--- src/rtl/dbgmb_pkg.sv ---
package dbgmb_pkg;
  localparam int unsigned REG_AW = 2;

  typedef enum logic [REG_AW-1:0] {
    REG_TX_DATA = 2'd0,
    REG_TX_CTRL = 2'd1,
    REG_RX_DATA = 2'd2,
    REG_RX_CTRL = 2'd3
  } reg_sel_e;
endpackage

--- src/rtl/dbgmb_chan.sv ---
// One mailbox direction: data word, full bit, spare flags, event pulse.
module dbgmb_chan #(
  parameter int unsigned DATA_W     = 32,
  parameter int unsigned FLAG_W     = 7,
  parameter bit          EVT_ON_SET = 1'b1
) (
  input  logic              clk,
  input  logic              rst_n,
  input  logic              data_we,
  input  logic [DATA_W-1:0] data_in,
  input  logic              data_rd,
  input  logic              flag_we,
  input  logic [FLAG_W-1:0] flag_in,
  output logic [DATA_W-1:0] data_q,
  output logic              full_q,
  output logic [FLAG_W-1:0] flag_q,
  output logic              evt_o
);
  logic full_d;
  logic evt_d;
  logic evt_q;

  // Set has precedence over the consuming read.
  always_comb begin
    full_d = full_q;
    if (data_we)      full_d = 1'b1;
    else if (data_rd) full_d = 1'b0;
  end

  generate
    if (EVT_ON_SET) begin : g_evt_rise
      always_comb evt_d = full_d & ~full_q;
    end else begin : g_evt_fall
      always_comb evt_d = ~full_d & full_q;
    end
  endgenerate

  always_ff @(posedge clk or negedge rst_n) begin
    if (!rst_n) begin
      data_q <= '0;
      flag_q <= '0;
      full_q <= 1'b0;
      evt_q  <= 1'b0;
    end else begin
      if (data_we) data_q <= data_in;
      if (flag_we) flag_q <= flag_in;
      full_q <= full_d;
      evt_q  <= evt_d;
    end
  end

  assign evt_o = evt_q;

  // a write always leaves the full bit set.
  p_set_wins_r7: assert property (@(posedge clk) disable iff (!rst_n)
    data_we |=> full_q);
  // a consuming read without a write empties the channel.
  p_clear_on_read_r3: assert property (@(posedge clk) disable iff (!rst_n)
    (data_rd && !data_we) |=> !full_q);
  // the word only changes on a write.
  p_data_hold_r8: assert property (@(posedge clk) disable iff (!rst_n)
    !data_we |=> $stable(data_q));
  // flags only change on a flag write.
  p_flag_hold_r4: assert property (@(posedge clk) disable iff (!rst_n)
    !flag_we |=> $stable(flag_q));
  // the event never lasts two cycles.
  p_evt_single_r9: assert property (@(posedge clk) disable iff (!rst_n)
    evt_o |=> !evt_o);
endmodule

--- src/rtl/dbgmb_rdmux.sv ---
// Read-data selection for one port; zero when not reading.
module dbgmb_rdmux
  import dbgmb_pkg::*;
#(
  parameter int unsigned DATA_W    = 32,
  parameter int unsigned RX_FLAG_W = 7
) (
  input  logic                 re,
  input  logic [REG_AW-1:0]    addr,
  input  logic [DATA_W-1:0]    tx_data,
  input  logic                 tx_full,
  input  logic [DATA_W-2:0]    tx_flags,
  input  logic [DATA_W-1:0]    rx_data,
  input  logic                 rx_full,
  input  logic [RX_FLAG_W-1:0] rx_flags,
  output logic [DATA_W-1:0]    rdata
);
  localparam int unsigned PAD_W = DATA_W - RX_FLAG_W - 1;

  always_comb begin
    rdata = '0;
    if (re) begin
      case (addr)
        REG_TX_DATA: rdata = tx_data;
        REG_TX_CTRL: rdata = {tx_flags, tx_full};
        REG_RX_DATA: rdata = rx_data;
        default:     rdata = {{PAD_W{1'b0}}, rx_flags, rx_full};
      endcase
    end
  end
endmodule

--- src/rtl/dbg_mailbox.sv ---
module dbg_mailbox
  import dbgmb_pkg::*;
#(
  parameter int unsigned DATA_W    = 32,
  parameter int unsigned RX_FLAG_W = 7
) (
  input  logic              clk,
  input  logic              rst_n,
  input  logic [REG_AW-1:0] dbg_addr,
  input  logic              dbg_we,
  input  logic [DATA_W-1:0] dbg_wdata,
  input  logic              dbg_re,
  output logic [DATA_W-1:0] dbg_rdata,
  input  logic [REG_AW-1:0] cpu_addr,
  input  logic              cpu_we,
  input  logic [DATA_W-1:0] cpu_wdata,
  input  logic              cpu_re,
  output logic [DATA_W-1:0] cpu_rdata,
  output logic              tx_arrive_evt,
  output logic              rx_taken_evt
);
  localparam int unsigned TX_FLAG_W = DATA_W - 1;

  logic                 tx_data_we, tx_data_rd, tx_flag_we;
  logic                 rx_data_we, rx_data_rd, rx_flag_we;
  logic [DATA_W-1:0]    tx_data, rx_data;
  logic                 tx_full, rx_full;
  logic [TX_FLAG_W-1:0] tx_flags;
  logic [RX_FLAG_W-1:0] rx_flags;

  // Forward channel: debug produces, CPU consumes.
  assign tx_data_we = dbg_we & (dbg_addr == REG_TX_DATA);
  assign tx_flag_we = dbg_we & (dbg_addr == REG_TX_CTRL);
  assign tx_data_rd = cpu_re & (cpu_addr == REG_TX_DATA);
  // Return channel: CPU produces, debug consumes.
  assign rx_data_we = cpu_we & (cpu_addr == REG_RX_DATA);
  assign rx_flag_we = cpu_we & (cpu_addr == REG_RX_CTRL);
  assign rx_data_rd = dbg_re & (dbg_addr == REG_RX_DATA);

  dbgmb_chan #(.DATA_W(DATA_W), .FLAG_W(TX_FLAG_W), .EVT_ON_SET(1'b1)) u_tx (
    .clk     (clk),
    .rst_n   (rst_n),
    .data_we (tx_data_we),
    .data_in (dbg_wdata),
    .data_rd (tx_data_rd),
    .flag_we (tx_flag_we),
    .flag_in (dbg_wdata[DATA_W-1:1]),
    .data_q  (tx_data),
    .full_q  (tx_full),
    .flag_q  (tx_flags),
    .evt_o   (tx_arrive_evt)
  );

  dbgmb_chan #(.DATA_W(DATA_W), .FLAG_W(RX_FLAG_W), .EVT_ON_SET(1'b0)) u_rx (
    .clk     (clk),
    .rst_n   (rst_n),
    .data_we (rx_data_we),
    .data_in (cpu_wdata),
    .data_rd (rx_data_rd),
    .flag_we (rx_flag_we),
    .flag_in (cpu_wdata[RX_FLAG_W:1]),
    .data_q  (rx_data),
    .full_q  (rx_full),
    .flag_q  (rx_flags),
    .evt_o   (rx_taken_evt)
  );

  dbgmb_rdmux #(.DATA_W(DATA_W), .RX_FLAG_W(RX_FLAG_W)) u_dbg_rd (
    .re       (dbg_re),
    .addr     (dbg_addr),
    .tx_data  (tx_data),
    .tx_full  (tx_full),
    .tx_flags (tx_flags),
    .rx_data  (rx_data),
    .rx_full  (rx_full),
    .rx_flags (rx_flags),
    .rdata    (dbg_rdata)
  );

  dbgmb_rdmux #(.DATA_W(DATA_W), .RX_FLAG_W(RX_FLAG_W)) u_cpu_rd (
    .re       (cpu_re),
    .addr     (cpu_addr),
    .tx_data  (tx_data),
    .tx_full  (tx_full),
    .tx_flags (tx_flags),
    .rx_data  (rx_data),
    .rx_full  (rx_full),
    .rx_flags (rx_flags),
    .rdata    (cpu_rdata)
  );

  // an arrival event follows a debug data write.
  p_tx_evt_cause_r9: assert property (@(posedge clk) disable iff (!rst_n)
    tx_arrive_evt |-> ($past(tx_data_we) && !$past(tx_full)));
  // a taken event follows a debug read of the return word.
  p_rx_evt_cause_r10: assert property (@(posedge clk) disable iff (!rst_n)
    rx_taken_evt |-> ($past(rx_data_rd) && !rx_full));
  // a debug read of the forward word leaves the full bit alone.
  p_tx_dbg_read_keeps_r3: assert property (@(posedge clk) disable iff (!rst_n)
    (tx_full && !tx_data_rd) |=> tx_full);
endmodule

--- config.mk ---
export PLATFORM = sky130hd
export DESIGN_NAME = dbg_mailbox
export DESIGN_NICKNAME = d
export VERILOG_FILES = /design/src/rtl/dbgmb_pkg.sv /design/src/rtl/dbgmb_chan.sv /design/src/rtl/dbgmb_rdmux.sv /design/src/rtl/dbg_mailbox.sv
export SDC_FILE = /design/constraint.sdc
export NUM_CORES = 1
export LEC_CHECK = 0
export BUFFER_PORTS_ARGS = -buffer_cell sky130_fd_sc_hd__buf_4
export CAP_MARGIN = 20
export CORE_MARGIN = 2
export CORE_UTILIZATION = 45
export DETAILED_ROUTE_END_ITERATION = 10
export GPL_TIMING_DRIVEN = 0
export PLACE_DENSITY = 0.69
export SLEW_MARGIN = 5
export SYNTH_ARGS = -nofsm -noshare
export SYNTH_HDL_FRONTEND = slang
export SYNTH_HIERARCHICAL = 1
export SYNTH_SLANG_ARGS = --single-unit
export TNS_END_PERCENT = 5
--- constraint.sdc ---
create_clock -name clk -period 1.1 [get_ports clk]
set_clock_uncertainty 0.15 [all_clocks]
set_input_delay 0.055 -clock clk [delete_from_list [all_inputs] [get_ports clk]]
set_output_delay 0.055 -clock clk [all_outputs]
set_load 0.01 [all_outputs]
==> impl_metrics.ini, run 1 <==
[cells_and_area]
diodes = 0
nets = 800
drive_gt1_share_pct = 42.5
fin_util_pct = 63.9
syn_to_final_growth_pct = 39.2

[logic_synthesis]
synth_top_family_by_area = multiplexers
ys_types = 26
yosysSeqAreaShare_pct = 41.8
synth-simple-area-share_pct = 11.9
syn_nets = 581
synth_xor_area_share_pct = 0
yosysTopAreaCellShare_pct = 41.8
syn_area_per_cell_sq_um = 12.5
synth_area_leaders = dfrtp_1 (42%), mux2_4 (13%), mux2i_1 (13%), mux2_2 (8.2%), nand3b_1 (5.7%)
yosys.area.top_type = dfrtp_1
synth-seq-cells = 106
synth_mux_area_share_pct = 34.0
synthAdderAreaFrac_pct = 0
synth_area_sq_mm = 0.00635
synth_cells = 507
ys_warn_count = 6
synth-compound-area-share_pct = 5.60

[die]
initial_core_util_pct = 45.9
rows = 43
design.core.area_sq_mm = 0.0138
floorplan.die.width_um = 123
ios = 140
dieArea_sq_mm = 0.0151
die_h_um = 123

[setup_path]
crit_start = u_rx/data_q[27]
crit_type = flop to output port
timing.rr.end = u_rx/data_q[13]
r2r-start = u_rx/data_q[13]
cp_data_required_time_ps = 890
cp_cell_sequence = mux2i_1, o21ai_1, and2_1, buf_6
crit_fanout = 3
endpoint_kind = output port
critPathArrivalTime_ps = 1340
worst_path_largest_cell_delay_ps = 410
ff2ff_path_depth = 2
reg2reg_slack_ps = -20
worstSetupEndpoint = cpu_rdata[27]
start_kind = flop
cp_slowest_cell = dfrtp_1

[global_route]
grt_pass1_wl_um = 28500
grtUsageMet1_pct = 32.4
busiest_layer = met2
overflow = 0
grt_pass1_vias = 5328
track_usage_pct = 24.9
gr-usage-met3_pct = 6.18
antenna_found_initial = 0
grt_max_degree = 67
grtUsageMet2_pct = 40.8

[clock_tree]
cts_inserted_buffers = 9
root_buffer = clkbuf_16
clk_latency_ps = 350
htreeDepth = 3
numClockSinks = 106
clockBufferDepth = 2
path_clk_slew_ps = 70
cts_tree = done

[power]
swShare_pct = 28.8
pwr-share-comb_pct = 30.1
p_sw_w = 0.00351
p_clk_share_pct = 26.9
power_density_mw_per_mm2 = 1380
p_total_w = 0.0122
p_int_w = 0.00868
seqPwrFrac_pct = 43.0
p_leak_nw = 4.07
irDropWorstVdd_v = 0.00119

[timing]
fin_ws_ps = -442
slew_violations = 0
post-route-period-util_pct = 140
slew_headroom_pct = 61.7
fin_hold_ws_ps = -457
final-hold-violation-count = 54
tightest_slew_ps = 574
min_period_ps = 1540
setup_violations = 65
rsz0062_at_grt = yes
fmax_mhz = 649

[route]
first_iter_violations = 415
final_antenna_net_count = 0
via_count = 4967
routed_wl_um = 18400
drt_drc_violations_left = 0
firstDrtPassIters = 4
vias_per_cell = 5.46
routedWlPerCell_um = 20.2

[flow_run]
cap_violations = 0

[run_status]
status = complete, but fails checks
violations = hold timing, setup timing

[worst_hold_path]
min_path_type = primary input to async pin

[place]
dpl.hpwl_um = 12300
place_ws_ps = -297
port_buffers = 139
gp_congestion = 0.848
## per-layer routing
metal  up-vias  routed length, um
met1      2501               7960
met4         0                359
met2       182               8980
li1       2254                  -
met5         -                  0
met3        30               1060
## final cells by class
class,instances,area [sq um]
Buffer,42,413
Multi-Input combinational cell,357,3320
Fill cell,1082,5000
Tap cell,180,225
Timing Repair Buffer,208,1910
Sequential cell,106,2650
Clock buffer,10,239
Inverter,2,7.51
Clock inverter,5,55.1
## worst max-delay path: cells and delay by family, from the launching register on
family	cells	cell delay [ps]
AO/OA/AOI/OAI	1	80
AND/OR/NAND/NOR	1	190
flip-flops	1	410
multiplexers	1	200
buffers and inverters	1	120
## state kept, by name, indices dropped and copies added, names as in the netlist
name,cells
u_tx/data_q,32
u_rx/full_q,1
u_tx/evt_o,1
u_tx/flag_q,31
u_tx/full_q,1
u_rx/flag_q,7
u_rx/evt_o,1
u_rx/data_q,32
## cells in the mapped netlist (all sizes together)
library cell	n
nor2b	1
buf	36
nor2	1
nor3b	2
inv	2
mux2i	80
and3	1
nand2b	2
clkbuf	6
o22ai	16
and3b	3
nand3b	48
dfrtp	106
o21ai	48
and2	48
mux2	102
a21o	2
nand2	3
## placed cells by master, fill, tap and decap left out, types with 2 or more instances in the layout
| master | instances |
|---|---|
| clkinvlp_4 | 2 |
| and2_4 | 16 |
| o21ai_1 | 48 |
| nor3b_2 | 2 |
| clkbuf_16 | 9 |
| mux2_4 | 56 |
| clkinv_2 | 2 |
| o22ai_1 | 15 |
| buf_2 | 3 |
| inv_1 | 2 |
| buf_4 | 105 |
| a21o_1 | 2 |
| buf_1 | 6 |
| and2_1 | 32 |
| mux2i_1 | 80 |
| mux2_2 | 46 |
| and3b_1 | 3 |
| nand2b_1 | 2 |
| nand3b_1 | 48 |
| buf_12 | 9 |
| dlygate4sd3_1 | 67 |
| dfrtp_1 | 106 |
| buf_6 | 52 |
| clkbuf_1 | 6 |
## logic make-up after synthesis
| logic type | after synthesis |
|---|---|
| multiplexers | 182 |
| AO/OA/AOI/OAI | 66 |
| buffers and inverters | 44 |
| flip-flops | 106 |
| AND/OR/NAND/NOR | 109 |
## what timing repair did
action | 4_1_cts | 5_1_grt
pin swaps | 13 | 6
buffers inserted | 1 | 0
gates resized for setup | 56 | 14
hold buffers | 66 | 1
setup endpoints to repair | 65 | 67
hold endpoints to repair | 144 | 41
## stage by stage
step / std cells / hold slack [ps] / TNS (ps) / area [sq um]
after CTS: 909 / -443 / -23850 / 8780
after detailed placement: 827 / -63.3 / -38430 / 7640
after global routing: 910 / -423 / -27640 / 8830
after global placement: 826 / 137 / -71550 / 7610
final: 910 / -457 / -23220 / 8830
after floorplan: 507 / -391 / -137 / 6350
## how the worst min path moves through the flow
stage                        from              end  cells past startpoint
floorplan                   rst_n   u_rx/data_q[0]                      0
global placement    cpu_wdata[21]  u_rx/data_q[21]                      2
detailed placement          rst_n  u_tx/data_q[12]                      1
CTS                         rst_n  u_tx/data_q[12]                      1
global route                rst_n  u_tx/data_q[12]                      1
finish                      rst_n  u_tx/data_q[12]                      1
## power groups by stage
stage	clock [W]	combinational (W)	sequential, W
2_1_floorplan	0	0.00215	0.00510
4_1_cts	0.00335	0.00362	0.00524
3_3_place_gp	0	0.00315	0.00523
6_report	0.00327	0.00367	0.00525
5_1_grt	0.00351	0.00394	0.00534
3_5_place_dp	0	0.00325	0.00529
(Power assumes the default switching activity.)
==> run 2: changes to the inputs <==
PLACE_DENSITY = 0.73   (was 0.69)
==> impl_metrics.ini, run 2 (synthesis results as in run 1) <==
[run_status]
status = complete, but fails checks
violations = hold timing, setup timing

[power]
seqPwrFrac_pct = 42.7
pwr-share-comb_pct = 29.6
p_sw_w = 0.00354
p_int_w = 0.00876
p_clk_share_pct = 27.7
swShare_pct = 28.8
p_leak_nw = 4.08
irDropWorstVdd_v = 0.00116
power_density_mw_per_mm2 = 1390

[cells_and_area]
fin_util_pct = 63.8
diodes = 0
fin_cells = 912
final_cell_mix = buf_4 (107), dfrtp_1 (106), mux2i_1 (80), dlygate4sd3_1 (66), mux2_4 (56)
syn_to_final_growth_pct = 39.1
n_fill_cell = 1056
regArea_sq_mm = 0.00265
nets = 801
final_common_cell = buf_4
biggestRegsByFlops = u_rx/data_q (32), u_tx/data_q (32), u_tx/flag_q (31)
multi_input_area_sq_mm = 0.00330
drive_gt1_share_pct = 41.3

[route]
routedWlPerCell_um = 19.9
firstDrtPassIters = 5
routed_wl_um = 18200
drt_drc_violations_left = 0
final_antenna_net_count = 0
vias_per_cell = 5.47
via_count = 4993
first_iter_violations = 337

[setup_path]
critPathArrivalTime_ps = 1340
crit_fanout = 3
endpoint_kind = output port
r2r-start = u_rx/data_q[15]
timing.rr.end = u_rx/data_q[15]
crit_start = u_rx/data_q[27]
ff2ff_path_depth = 2
reg2reg_slack_ps = 30
start_kind = flop
cp_data_required_time_ps = 890
crit_type = flop to output port

[flow_run]
cap_violations = 0

[global_route]
grt_max_degree = 55
grtUsageMet2_pct = 40.9
gr-usage-met3_pct = 5.67
grt_pass1_vias = 5257
grt_pass1_wl_um = 28200
grtUsageMet1_pct = 32.0
track_usage_pct = 24.7
antenna_found_initial = 0
overflow = 0
busiest_layer = met2

[timing]
fmax_mhz = 648
slew_headroom_pct = 50.3
setup_tns_ps = -23990
post-route-period-util_pct = 140
fin_hold_ws_ps = -405
setup_violations = 65
rsz0062_at_grt = yes
min_period_ps = 1540
slew_violations = 0
final-hold-violation-count = 53
tightest_slew_ps = 746
fin_ws_ps = -444

[place]
place_ws_ps = -296
port_buffers = 139
dpl.hpwl_um = 12000
gp_congestion = 0.792
place_inst = 827

[die]
dieArea_sq_mm = 0.0151
floorplan.die.width_um = 123
ios = 140
rows = 43
die_h_um = 123
initial_core_util_pct = 45.9
design.core.area_sq_mm = 0.0138

[clock_tree]
cts_tree = done
clockBufferDepth = 2
root_buffer = clkbuf_16
htreeDepth = 3
path_clk_slew_ps = 70
hold_buffers = 68
cts_inserted_buffers = 9
clk_latency_ps = 350
numClockSinks = 106

[worst_hold_path]
min_path_type = primary input to async pin
[run 2: through the flow]
stage,total power [W],area [sq um],hold slack (ps)
final,0.0123,8820,-405
after global routing,0.0128,8820,-347
after CTS,0.0123,8810,-373
after detailed placement,0.00854,7640,11.6
after global placement,0.00837,7610,139
after floorplan,0.00725,6350,-391
[run 2: critical path, cell delays in order (launching register included)]
cell and delay, ps:
dfrtp_1 400, mux2i_1 170, o21ai_1 90, and2_1 200, buf_6 120
[run 2: power groups by stage]
| stage | combinational (W) | sequential, W | clock (W) |
|---|---|---|---|
| after floorplan | 0.00215 | 0.00510 | 0 |
| after global placement | 0.00314 | 0.00523 | 0 |
| after detailed placement | 0.00324 | 0.00530 | 0 |
| after CTS | 0.00361 | 0.00524 | 0.00345 |
| after global routing | 0.00390 | 0.00536 | 0.00359 |
| final | 0.00364 | 0.00525 | 0.00341 |
[run 2: layout make-up]
cell class                 instances  area share (%)
clock buffer                      13            2.95
clock inverter                     3           0.525
tap                              180            2.55
multi-input combinational        357            37.4
buffer                            42            4.68
inverter                           2          0.0851
sequential                       106            30.1
timing repair buffer             209            21.8
[run 2: how the worst max path moves through the flow]
stage | slack (ps) | depth (start not counted) | to
final | -440 | 4 | cpu_rdata[27]
after floorplan | -6 | 4 | u_rx/data_q[0]
after detailed placement | -300 | 6 | cpu_rdata[7]
after CTS | -450 | 4 | dbg_rdata[25]
after global routing | -500 | 4 | cpu_rdata[25]
after global placement | -330 | 1 | u_rx/data_q[29]
[run 2: per-layer routing]
layer | part of all wire, % | vias up
met2 | 48 | 196
li1 | - | 2255
met4 | 2.0 | 0
met5 | 0 | -
met3 | 6.6 | 31
met1 | 43 | 2511
[run 2: repair_timing]
action	4_1_cts	5_1_grt
buffers inserted	1	0
endpoints found under the hold margin	157	53
pin swaps	9	5
resized for setup	56	6
endpoints found under the setup margin	66	68
==> run 3: changes to the inputs <==
ABC_AREA = 1   (was default)
CAP_MARGIN = default   (was 20)
HOLD_SLACK_MARGIN = 0.15   (was default)
==> impl_metrics.ini, run 3 <==
[run_status]
status = complete, but fails checks
violations = hold timing, setup timing

[logic_synthesis]
ys_types = 21
synth_cells = 925
synth_edf_count = 0
syn_nets = 999
syn_area_per_cell_sq_um = 6.99
ys.flop_type = dfrtp_1
yosysTopAreaCellShare_pct = 41.0
yosysMostFrequentCell = nand2_1
ys_warn_count = 6
synth-seq-cells = 106
synth_area_leaders = dfrtp_1 (41%), nand2_1 (22%), nand3_1 (14%), inv_1 (5.9%), o21ai_2 (3.7%)
yosysSeqAreaShare_pct = 41.0
async_reset_ff_share_pct = 100
synthTopCellsByCount = nand2_1 (372), nand3_1 (177), dfrtp_1 (106)
synth_area_sq_mm = 0.00647
yosys.area.top_type = dfrtp_1

[power]
seqPwrFrac_pct = 43.6
pwr-share-comb_pct = 27.2
power_density_mw_per_mm2 = 1280
p_sw_w = 0.00378
p_leak_nw = 5.09
p_clk_share_pct = 29.2
swShare_pct = 32.3
p_int_w = 0.00791
irDropWorstVdd_v = 0.000954

[setup_path]
start_kind = flop
ff2ff_path_depth = 3
reg2reg_slack_ps = 50
r2r-start = u_tx/full_q
crit_type = flop to output port
endpoint_kind = output port
critPathArrivalTime_ps = 1270
crit_fanout = 3
cp_data_required_time_ps = 890
timing.rr.end = u_tx/evt_o

[route]
firstDrtPassIters = 5
final_antenna_net_count = 0
vias_per_cell = 5.32
routedWlPerCell_um = 17.0
routed_wl_um = 22600
first_iter_violations = 805
drt_drc_violations_left = 0
via_count = 7095

[clock_tree]
hold_buffers = 70
htreeDepth = 3
cts_tree = done
numClockSinks = 106
clockBufferDepth = 2
path_clk_slew_ps = 70
root_buffer = clkbuf_16
cts_inserted_buffers = 9
clk_latency_ps = 360

[cells_and_area]
syn_to_final_growth_pct = 41.2
regArea_sq_mm = 0.00265
drive_gt1_share_pct = 26.7
biggestRegsByFlops = u_rx/data_q (32), u_tx/data_q (32), u_tx/flag_q (31)
nets = 1222
diodes = 0
final_cell_mix = nand2_1 (364), nand3_1 (157), buf_4 (106), dfrtp_1 (106), inv_1 (90)
n_fill_cell = 1208
fin_util_pct = 65.5
final_area_sq_mm = 0.00913
final_common_cell = nand2_1
multi_input_area_sq_mm = 0.00301

[timing]
setup_tns_ps = -18730
fin_ws_ps = -378
min_period_ps = 1480
slew_headroom_pct = 33.8
fin_hold_ws_ps = -332
slew_violations = 0
rsz0062_at_grt = yes
setup_violations = 64
final-hold-violation-count = 107
tightest_slew_ps = 994
fmax_mhz = 676
post-route-period-util_pct = 134

[die]
ios = 140
floorplan.die.width_um = 124
design.core.area_sq_mm = 0.0139
dieArea_sq_mm = 0.0153
die_h_um = 124
initial_core_util_pct = 46.4
rows = 43

[global_route]
gr-usage-met3_pct = 5.68
antenna_found_initial = 0
grtUsageMet1_pct = 39.6
overflow = 0
grt_pass1_vias = 6791
track_usage_pct = 30.1
busiest_layer = met2
grt_pass1_wl_um = 34800
grt_max_degree = 107
grtUsageMet2_pct = 48.0

[place]
place_ws_ps = -257
gp_congestion = 0.894
dpl.hpwl_um = 14600
placed_area_sq_mm = 0.00774
port_buffers = 139

[worst_hold_path]
min_path_type = primary input to async pin

[flow_run]
cap_violations = 0
run 3: timing repair:
item                       4_1_cts  5_1_grt
setup endpoints to repair       64      170
hold endpoints to repair       212      118
setup buffers                    0        3
pin swaps                       88       24
resized for setup               69       54
run 3: how the worst max path moves through the flow:
stage,to,slack (ps),depth (start not counted),start
3_5_place_dp,cpu_rdata[14],-260,9,cpu_addr[0]
3_3_place_gp,u_tx/data_q[22],-360,1,rst_n
6_report,cpu_rdata[6],-380,5,u_tx/flag_q[5]
2_1_floorplan,cpu_rdata[0],200,4,u_tx/full_q
5_1_grt,dbg_rdata[6],-430,5,u_tx/flag_q[5]
4_1_cts,dbg_rdata[1],-370,5,u_rx/data_q[1]
run 3: layer usage:
| metal | share of wire, % | wire, um |
|---|---|---|
| met3 | 9.0 | 2040 |
| met1 | 40 | 9150 |
| met4 | 3.8 | 860 |
| met2 | 47 | 10600 |
| met5 | 0 | 0 |
run 3: cell families (layout without fill, tap and decap cells):
logic type | Yosys count | in the layout | share of synthesized area [%]
buffers and inverters | 171 | 399 | 14.4
flip-flops | 106 | 106 | 41.0
AND/OR/NAND/NOR | 600 | 600 | 39.3
AO/OA/AOI/OAI | 48 | 48 | 5.28
run 3: stage by stage:
step | total power, W | instances
floorplan | 0.00661 | 925
global placement | 0.00773 | 1244
detailed placement | 0.00780 | 1244
CTS | 0.0115 | 1330
global route | 0.0122 | 1333
finish | 0.0117 | 1333
run 3: power by group through the flow:
stage | Clock, W | Sequential (W) | Combinational (W)
detailed placement | 0 | 0.00511 | 0.00268
global placement | 0 | 0.00511 | 0.00262
floorplan | 0 | 0.00497 | 0.00164
finish | 0.00341 | 0.00510 | 0.00319
CTS | 0.00347 | 0.00507 | 0.00302
global route | 0.00358 | 0.00518 | 0.00348
run 3: area by class of cell:
cell class | count | area share, %
clock buffers | 11 | 2.77
inverters | 109 | 4.65
multi-input cells | 648 | 32.9
plain buffers | 62 | 5.65
flip-flops and latches | 106 | 29.1
well taps | 180 | 2.47
repair buffers | 212 | 21.8
clock inverters | 5 | 0.658
run 3: critical path, stage by stage (launching register included):
cell	delay (ps)
dfrtp_1	430
o21ai_1	140
nand3_1	100
nand2_1	100
inv_2	40
buf_6	110
